`src/rtl/pss_pkg.sv`:
```
`timescale 1ns/1ps
package pss_pkg;
  typedef enum logic [1:0] {
    MODE_NONE  = 2'b00,
    MODE_CPU   = 2'b01,
    MODE_SETPT = 2'b10,
    MODE_RSVD  = 2'b11
  } ctl_mode_e;

  typedef enum logic [1:0] {
    PM_RUN  = 2'b00,
    PM_WAIT = 2'b01,
    PM_STOP = 2'b10,
    PM_SUSP = 2'b11
  } cpu_pm_e;

  localparam int ADDR_W      = 2;
  localparam logic [ADDR_W-1:0] A_ACCESS = 2'd0;
  localparam logic [ADDR_W-1:0] A_MODE   = 2'd1;
  localparam logic [ADDR_W-1:0] A_CPUTRG = 2'd2;
  localparam logic [ADDR_W-1:0] A_SPMASK = 2'd3;

  localparam int B_USER    = 0;
  localparam int B_NONSEC  = 1;
  localparam int B_LKPERM  = 2;
  localparam int B_LIST    = 4;
  localparam int B_EN_WAIT = 0;
  localparam int B_EN_STOP = 1;
  localparam int B_EN_SUSP = 2;
  localparam int B_SW_ON   = 4;
  localparam int B_SW_OFF  = 5;
  localparam int B_DOMSEL  = 4;
endpackage

```
`src/rtl/pss_regs.sv`:
```
`timescale 1ns/1ps
module pss_regs
  import pss_pkg::*;
#(
  parameter int N_DOM = 4,
  parameter int N_SP  = 16,
  parameter int DW    = 32,
  localparam int DOM_W = $clog2(N_DOM),
  localparam int B_LKLIST = B_LIST + N_DOM,
  localparam int B_LKCFG  = B_LIST + N_DOM + 1
) (
  input  logic              clk,
  input  logic              rst,
  input  logic              reg_wr,
  input  logic [ADDR_W-1:0] reg_addr,
  input  logic [DW-1:0]     reg_wdata,
  input  logic              req_user,
  input  logic              req_nonsec,
  input  logic [DOM_W-1:0]  req_dom,
  output logic [DW-1:0]     reg_rdata,
  output logic              wr_err,
  output logic [1:0]        mode,
  output logic [DOM_W-1:0]  dom_sel,
  output logic [2:0]        pm_en,
  output logic [N_SP-1:0]   act_mask,
  output logic [N_SP-1:0]   slp_mask,
  output logic              sw_on,
  output logic              sw_off,
  output logic              lk_perm,
  output logic              lk_list,
  output logic              lk_cfg,
  output logic              user_ok,
  output logic              nonsec_ok,
  output logic [N_DOM-1:0]  dom_list
);
  logic perm_ok, lock_hit, wr_ok;
  logic [DW-1:0] rd_mux;

  always_comb begin
    perm_ok = (!req_user || user_ok) && (!req_nonsec || nonsec_ok) &&
              ((dom_list == '0) || dom_list[req_dom]);
  end

  always_comb begin
    lock_hit = 1'b0;
    unique case (reg_addr)
      A_ACCESS: lock_hit =
        (lk_perm && ((reg_wdata[B_USER] != user_ok) || (reg_wdata[B_NONSEC] != nonsec_ok))) ||
        (lk_list && (reg_wdata[B_LIST +: N_DOM] != dom_list));
      A_MODE:   lock_hit = lk_cfg && (reg_wdata[1:0] != mode);
      A_CPUTRG: lock_hit = lk_cfg && (reg_wdata[2:0] != pm_en);
      default:  lock_hit = lk_cfg && ((reg_wdata[N_SP-1:0] != act_mask) ||
                                      (reg_wdata[2*N_SP-1:N_SP] != slp_mask));
    endcase
  end

  assign wr_ok  = reg_wr && perm_ok && !lock_hit;
  assign sw_on  = wr_ok && (reg_addr == A_CPUTRG) && reg_wdata[B_SW_ON];
  assign sw_off = wr_ok && (reg_addr == A_CPUTRG) && reg_wdata[B_SW_OFF];

  always_comb begin
    rd_mux = '0;
    unique case (reg_addr)
      A_ACCESS: begin
        rd_mux[B_USER]           = user_ok;
        rd_mux[B_NONSEC]         = nonsec_ok;
        rd_mux[B_LKPERM]         = lk_perm;
        rd_mux[B_LIST +: N_DOM]  = dom_list;
        rd_mux[B_LKLIST]         = lk_list;
        rd_mux[B_LKCFG]          = lk_cfg;
      end
      A_MODE: begin
        rd_mux[1:0]                = mode;
        rd_mux[B_DOMSEL +: DOM_W]  = dom_sel;
      end
      A_CPUTRG: rd_mux[2:0] = pm_en;
      default:  rd_mux[2*N_SP-1:0] = {slp_mask, act_mask};
    endcase
  end

  always_ff @(posedge clk) begin
    if (rst) begin
      reg_rdata <= '0;
      wr_err    <= 1'b0;
      mode      <= '0;
      dom_sel   <= '0;
      pm_en     <= '0;
      act_mask  <= '0;
      slp_mask  <= '0;
      lk_perm   <= 1'b0;
      lk_list   <= 1'b0;
      lk_cfg    <= 1'b0;
      user_ok   <= 1'b0;
      nonsec_ok <= 1'b0;
      dom_list  <= '0;
    end else begin
      reg_rdata <= rd_mux;
      wr_err    <= reg_wr && !wr_ok;
      if (wr_ok) begin
        unique case (reg_addr)
          A_ACCESS: begin
            user_ok   <= reg_wdata[B_USER];
            nonsec_ok <= reg_wdata[B_NONSEC];
            dom_list  <= reg_wdata[B_LIST +: N_DOM];
            lk_perm   <= lk_perm | reg_wdata[B_LKPERM];
            lk_list   <= lk_list | reg_wdata[B_LKLIST];
            lk_cfg    <= lk_cfg  | reg_wdata[B_LKCFG];
          end
          A_MODE: begin
            mode    <= reg_wdata[1:0];
            dom_sel <= reg_wdata[B_DOMSEL +: DOM_W];
          end
          A_CPUTRG: pm_en <= reg_wdata[2:0];
          default: begin
            act_mask <= reg_wdata[N_SP-1:0];
            slp_mask <= reg_wdata[2*N_SP-1:N_SP];
          end
        endcase
      end
    end
  end
endmodule

```
`src/rtl/pss_trig.sv`:
```
`timescale 1ns/1ps
module pss_trig
  import pss_pkg::*;
#(
  parameter int N_DOM = 4,
  parameter int N_SP  = 16,
  localparam int DOM_W = $clog2(N_DOM),
  localparam int SP_W  = $clog2(N_SP)
) (
  input  logic               clk,
  input  logic               rst,
  input  logic [1:0]         mode,
  input  logic [DOM_W-1:0]   dom_sel,
  input  logic [2*N_DOM-1:0] cpu_pm,
  input  logic [2:0]         pm_en,
  input  logic [SP_W-1:0]    setpoint,
  input  logic               sys_stby,
  input  logic [N_SP-1:0]    act_mask,
  input  logic [N_SP-1:0]    slp_mask,
  input  logic               sw_on,
  input  logic               sw_off,
  output logic               stby_req
);
  logic [1:0] dom_pm [N_DOM];
  logic [1:0] sel_pm;
  logic       cpu_hit, sp_hit;

  for (genvar g = 0; g < N_DOM; g++) begin : g_dom
    assign dom_pm[g] = cpu_pm[2*g +: 2];
  end

  assign sel_pm = dom_pm[dom_sel];

  always_comb begin
    unique case (sel_pm)
      PM_WAIT: cpu_hit = pm_en[B_EN_WAIT];
      PM_STOP: cpu_hit = pm_en[B_EN_STOP];
      PM_SUSP: cpu_hit = pm_en[B_EN_SUSP];
      default: cpu_hit = 1'b0;
    endcase
    sp_hit = act_mask[setpoint] | (slp_mask[setpoint] & sys_stby);
  end

  always_ff @(posedge clk) begin
    if (rst)                    stby_req <= 1'b0;
    else if (sw_off)            stby_req <= 1'b0;
    else if (sw_on)             stby_req <= 1'b1;
    else if (mode == MODE_CPU)  stby_req <= cpu_hit;
    else if (mode == MODE_SETPT) stby_req <= sp_hit;
  end
endmodule

```
`src/rtl/pwr_stby_ctrl.sv`:
```
`timescale 1ns/1ps
module pwr_stby_ctrl
  import pss_pkg::*;
#(
  parameter int N_DOM = 4,
  parameter int N_SP  = 16,
  parameter int DW    = 32,
  localparam int DOM_W = $clog2(N_DOM),
  localparam int SP_W  = $clog2(N_SP),
  localparam int CFG_W = 2 + DOM_W + 3 + 2*N_SP + 5 + N_DOM
) (
  input  logic               clk,
  input  logic               rst,
  input  logic               reg_wr,
  input  logic [ADDR_W-1:0]  reg_addr,
  input  logic [DW-1:0]      reg_wdata,
  input  logic               req_user,
  input  logic               req_nonsec,
  input  logic [DOM_W-1:0]   req_dom,
  input  logic [2*N_DOM-1:0] cpu_pm,
  input  logic [SP_W-1:0]    setpoint,
  input  logic               sys_stby,
  output logic [DW-1:0]      reg_rdata,
  output logic               wr_err,
  output logic               stby_req
);
  logic [1:0]       mode;
  logic [DOM_W-1:0] dom_sel;
  logic [2:0]       pm_en;
  logic [N_SP-1:0]  act_mask, slp_mask;
  logic             sw_on, sw_off;
  logic             lk_perm, lk_list, lk_cfg, user_ok, nonsec_ok;
  logic [N_DOM-1:0] dom_list;
  logic [CFG_W-1:0] cfg_word;

  assign cfg_word = {mode, dom_sel, pm_en, act_mask, slp_mask,
                     lk_perm, lk_list, lk_cfg, user_ok, nonsec_ok, dom_list};

  pss_regs #(.N_DOM(N_DOM), .N_SP(N_SP), .DW(DW)) u_regs (
    .clk, .rst, .reg_wr, .reg_addr, .reg_wdata, .req_user, .req_nonsec, .req_dom,
    .reg_rdata, .wr_err, .mode, .dom_sel, .pm_en, .act_mask, .slp_mask,
    .sw_on, .sw_off, .lk_perm, .lk_list, .lk_cfg, .user_ok, .nonsec_ok, .dom_list
  );

  pss_trig #(.N_DOM(N_DOM), .N_SP(N_SP)) u_trig (
    .clk, .rst, .mode, .dom_sel, .cpu_pm, .pm_en, .setpoint, .sys_stby,
    .act_mask, .slp_mask, .sw_on, .sw_off, .stby_req
  );
endmodule

```
`config.mk`:
```
export PLATFORM = sky130hd
export DESIGN_NAME = pwr_stby_ctrl
export DESIGN_NICKNAME = d
export VERILOG_FILES = /design/src/rtl/pss_pkg.sv /design/src/rtl/pss_regs.sv /design/src/rtl/pss_trig.sv /design/src/rtl/pwr_stby_ctrl.sv
export SDC_FILE = /design/constraint.sdc
export NUM_CORES = 1
export LEC_CHECK = 0
export ABC_CLOCK_PERIOD_IN_PS = 2300
export BUFFER_PORTS_ARGS = -buffer_cell sky130_fd_sc_hd__clkbuf_2
export CAP_MARGIN = 10
export CORE_MARGIN = 10
export CORE_UTILIZATION = 55
export CTS_CLUSTER_DIAMETER = 100
export DETAILED_ROUTE_END_ITERATION = 10
export PLACE_DENSITY = 0.8
export SETUP_SLACK_MARGIN = 0.3
export SLEW_MARGIN = 20
export SYNTH_ARGS = -nofsm -noshare
export SYNTH_HDL_FRONTEND = slang
export SYNTH_SLANG_ARGS = --single-unit
```
`constraint.sdc`:
```
create_clock -name clk -period 2.3 [get_ports clk]
set_input_delay 0.115 -clock clk [delete_from_list [all_inputs] [get_ports clk]]
set_output_delay 0.115 -clock clk [all_outputs]
set_load 0.005 [all_outputs]
```
==> impl_summary.md <==
Run status
The flow ran to the end, and the final reports show no timing, DRC or antenna violations.

Finish
In the final layout, flip-flops and latches occupy 1650 um^2. Counting the fill cells in the layout gives 572. 0 antenna diodes ended up in the layout.

The post-layout net count is 557. The multi-input combinational cell area is 2350 um^2. In the final layout, the share of cells above drive strength 1 is 27.3%. From synthesis to final layout, the design area changed by 19.0%.

CTS
CTS placed an instance of sky130_fd_sc_hd__clkbuf_8 at the clock tree root. The H-tree was split into 3 levels. Counting every sink on the clock net gives 82. The hold buffer count at cts is 0. The maximum buffer depth of the clock tree is 2. The number of clock buffers inserted by TritonCTS is 9. At the later pin of the worst-skew pair, clock insertion delay measures 0.35 ns.

The clock input transition at the sequential cells of the worst setup and hold paths is 0.08 ns. The clock tree from TritonCTS is done.

Synthesis
The synthesized instance count is 413. The total standard cell area after synthesis is 4140 um^2. The average cell area after synthesis is 10.0 um^2. Synthesis instantiated 38 different standard cells from the library. The number of nets handed over by synthesis was 472.

Summing the sequential cell areas from Yosys gives 39.6% of the chip area. The register bit total from synthesis is 82. The most used flip-flop cell after synthesis is sky130_fd_sc_hd__dfxtp_1. For this run, the number of Yosys warnings is 0. In this run, synthesis inferred 0 flip-flops with an integrated enable. Of all flip-flops after synthesis, the portion carrying an async set or reset was 0%.

STA
Once routing completed, OpenROAD measured the worst setup slack at 0.258 ns. The hold violation total from the final report is 0. Setup repair after global routing could not meet its margin everywhere. The worst pin sits at a relative slew slack of 62.0%. The final count of pins violating max slew came to 0. The number of endpoints failing setup at the final stage is 0. The clock tree skew after final layout is 0.0108 ns. The share of the clock period used by the worst path after layout is 88.8%.

For this run, the top clock speed supported by timing is 490 MHz. The transition at the pin with the smallest max-transition slack is 0.561 ns. The smallest clock period supported by the final layout is computed as 2.04 ns. The final-layout setup total negative slack is 0 ns.

Floorplanning
The placement row count is 31. The standard cell core area is 7290 um^2. The die is 107 um tall. The floorplan step set the die width to 107 um. The die covers 11400 um^2. The boundary pin count is 88. For this configuration, the core starts out at a cell density of 56.8%.

Critical path
The largest incremental delay on the critical path is 0.54 ns. The type of origin of the critical path is a flop. The slowest stage of the critical path belongs to the cell sky130_fd_sc_hd__dfxtp_1.

The startpoint-to-endpoint class of the critical path is flop to flop. The kind of end point of the critical path is a flop. At the worst endpoint, the arrival time is 2.32 ns. The maximum net fanout on the critical path is 9. Walking the worst path, the cells encountered are nand2b_1 > a31oi_1 > o311ai_2 > a31o_1 > and3_4 > buf_12 > mux2i_1.

The data required time at the worst endpoint is 2.58 ns. On the critical path the largest part of the delay comes from compound AO/OA/AOI/OAI gates. The register-to-register setup slack is 0.26 ns. The combined buffer and inverter count along the critical path is 1.

Hold path
The min-delay analysis places its worst path in the category input port to flop.

Global routing
The maximum number of pins on one net before global-route repair is 80. Summed over all layers, the global routing overflow is 0. The overall track demand over capacity in global routing is 18.6%. The number of global-route vias before repair came to 3405. The first global-routing pass estimated 17100 um of wire.

The number of antenna violations at the first check in global routing came to 0.

Placement
The count of buffers from port buffering is 87. The placement-stage worst setup slack is -0.0143 ns. Detailed placement finished with a half-perimeter wire length of 8000 um. The final weighted congestion in routability-driven placement is 0.921.

Route
The remaining design rule violation count is 0. The first detailed-routing pass took 5 iterations. The detailed router's first-iteration violation count is 213. The post-detailed-route wirelength per cell is 18.1 um. In this run the remaining antenna-violating nets after routing total 0. After detailed routing, the number of vias per cell comes to 5.60. The final wirelength is 10900 um. The vias after detailed routing is 3362.

Power and ir drop
The power density over cell area is 584 nW/um^2. IR analysis of the VDD net gives a maximum drop of 0.307 mV. For this design the static power due to leakage is 2.00 nW. Summing internal, switching and leakage power gives 2.88 mW.

Flow run
Max-cap violations in this run came to 0.
worst min-delay path: cells and delay by family:
| kind | cells | cell delay (ns) |
|---|---|---|
| buffers and inverters | 1 | 0.10 |
| AND/OR/NAND/NOR | 1 | 0.06 |
| multiplexers | 1 | 0.06 |
layout by cell type, fill, tap and decap left out, types with 3 or more instances in the layout:
master and n:
sky130_fd_sc_hd__a31oi_1 6, sky130_fd_sc_hd__nand4_1 8, sky130_fd_sc_hd__buf_12 3, sky130_fd_sc_hd__clkbuf_8 10
sky130_fd_sc_hd__xor2_1 5, sky130_fd_sc_hd__ha_1 5, sky130_fd_sc_hd__mux2i_1 48, sky130_fd_sc_hd__buf_4 8
sky130_fd_sc_hd__xnor2_1 32, sky130_fd_sc_hd__dfxtp_1 79, sky130_fd_sc_hd__nor4_1 3, sky130_fd_sc_hd__dfxtp_2 3
sky130_fd_sc_hd__clkbuf_2 87, sky130_fd_sc_hd__nor3_1 4, sky130_fd_sc_hd__and2_1 23, sky130_fd_sc_hd__nand2b_1 79
sky130_fd_sc_hd__a21oi_1 14, sky130_fd_sc_hd__inv_1 6, sky130_fd_sc_hd__nand2_1 8, sky130_fd_sc_hd__mux4_2 11
sky130_fd_sc_hd__nor2_1 27
sequential cells by signal (all words and copies together) (netlist names):
signal	count
u_regs.dom_list	4
u_regs.nonsec_ok	1
u_regs.user_ok	1
u_regs.lk_list	1
u_regs.lk_cfg	1
u_regs.wr_err	1
u_trig.stby_req	1
u_regs.mode	2
u_regs.pm_en	3
u_regs.reg_rdata	32
u_regs.lk_perm	1
u_regs.act_mask	16
u_regs.slp_mask	16
u_regs.dom_sel	2
final cells by class:
| cell class | instances | area share (%) |
|---|---|---|
| clock buffers | 11 | 2.87 |
| clock inverters | 3 | 1.32 |
| inverters | 6 | 0.457 |
| multi-input cells | 300 | 47.7 |
| flip-flops and latches | 82 | 33.4 |
| well taps | 99 | 2.51 |
| repair buffers | 99 | 11.8 |
per-stage QoR:
stage                     hold slack [ns]  cells  instance area [um^2]  util [%]
after floorplan                     0.226    413                  4140         -
after global placement              0.388    582                  4640      63.6
after detailed placement            0.398    582                  4640      63.6
final                              0.0276    600                  4930      67.6
after CTS                          0.0171    599                  4880      66.9
after global routing               0.0300    600                  4930      67.6
power by group:
| group | leakage [nW] | internal (mW) | total, mW | switching, mW |
|---|---|---|---|---|
| sequential | 0.663 | 1.43 | 1.45 | 0.0168 |
| clock | 0.105 | 0.628 | 1.12 | 0.497 |
| combinational | 1.23 | 0.145 | 0.305 | 0.159 |
| total | 2.00 | 2.21 | 2.88 | 0.673 |
timing repair:
item                                    4_1_cts  5_1_grt
endpoints found under the setup margin       40       40
cloned                                        0        1
resized for setup                             4        7
pin swaps                                     2        2
setup buffers                                 3        0
Yosys cell counts (3+ instances only):
cell	count	area (um^2)
sky130_fd_sc_hd__xnor2_1	32	280
sky130_fd_sc_hd__and2_1	23	144
sky130_fd_sc_hd__nand2b_1	79	494
sky130_fd_sc_hd__xor2_1	5	43.8
sky130_fd_sc_hd__nor3_1	4	20.0
sky130_fd_sc_hd__dfxtp_1	82	1640
sky130_fd_sc_hd__a221oi_1	3	26.3
sky130_fd_sc_hd__nand2_1	8	30.0
sky130_fd_sc_hd__nor4_1	3	18.8
sky130_fd_sc_hd__inv_1	6	22.5
sky130_fd_sc_hd__mux4_2	11	248
sky130_fd_sc_hd__ha_1	5	62.6
sky130_fd_sc_hd__clkbuf_1	16	60.1
sky130_fd_sc_hd__buf_2	5	25.0
sky130_fd_sc_hd__buf_12	3	60.1
sky130_fd_sc_hd__mux2i_1	48	480
sky130_fd_sc_hd__nor2_1	27	101
sky130_fd_sc_hd__a21oi_1	14	70.1
sky130_fd_sc_hd__nand4_1	8	50.1
sky130_fd_sc_hd__a31oi_1	6	37.5
cells by family (layout without fill, tap and decap cells):
family                   after synthesis  count (layout)  synth area share (%)
flip-flops                            82              82                  39.6
adder cells (fa/ha/maj)                5               5                  1.51
XOR/XNOR                              37              37                  7.82
multiplexers                          61              61                  18.1
buffers and inverters                 31             119                  4.17
AO/OA/AOI/OAI                         35              35                  5.68
AND/OR/NAND/NOR                      162             162                  23.1
path summary, 6_finish.rpt:
check | startpoint | cells past startpoint | end
max | u_regs.mode[0]$_SDFFE_PP0P_ | 7 | u_regs.act_mask[12]$_SDFFE_PP0P_
min | reg_wdata[17] | 3 | u_regs.slp_mask[1]$_SDFFE_PP0P_
max reg2reg | u_regs.mode[0]$_SDFFE_PP0P_ | 7 | u_regs.act_mask[12]$_SDFFE_PP0P_
min reg2reg | u_regs.lk_list$_SDFFE_PP0P_ | 2 | u_regs.lk_list$_SDFFE_PP0P_
per-layer routing:
metal	track usage, %	share of wire, %	vias to the layer above
li1	-	-	1580
met1	22.3	41	1597
met2	29.9	48	164
met3	6.29	8.8	21
met4	7.35	2.0	0
met5	0	0	-
(Power assumes the default switching activity.)
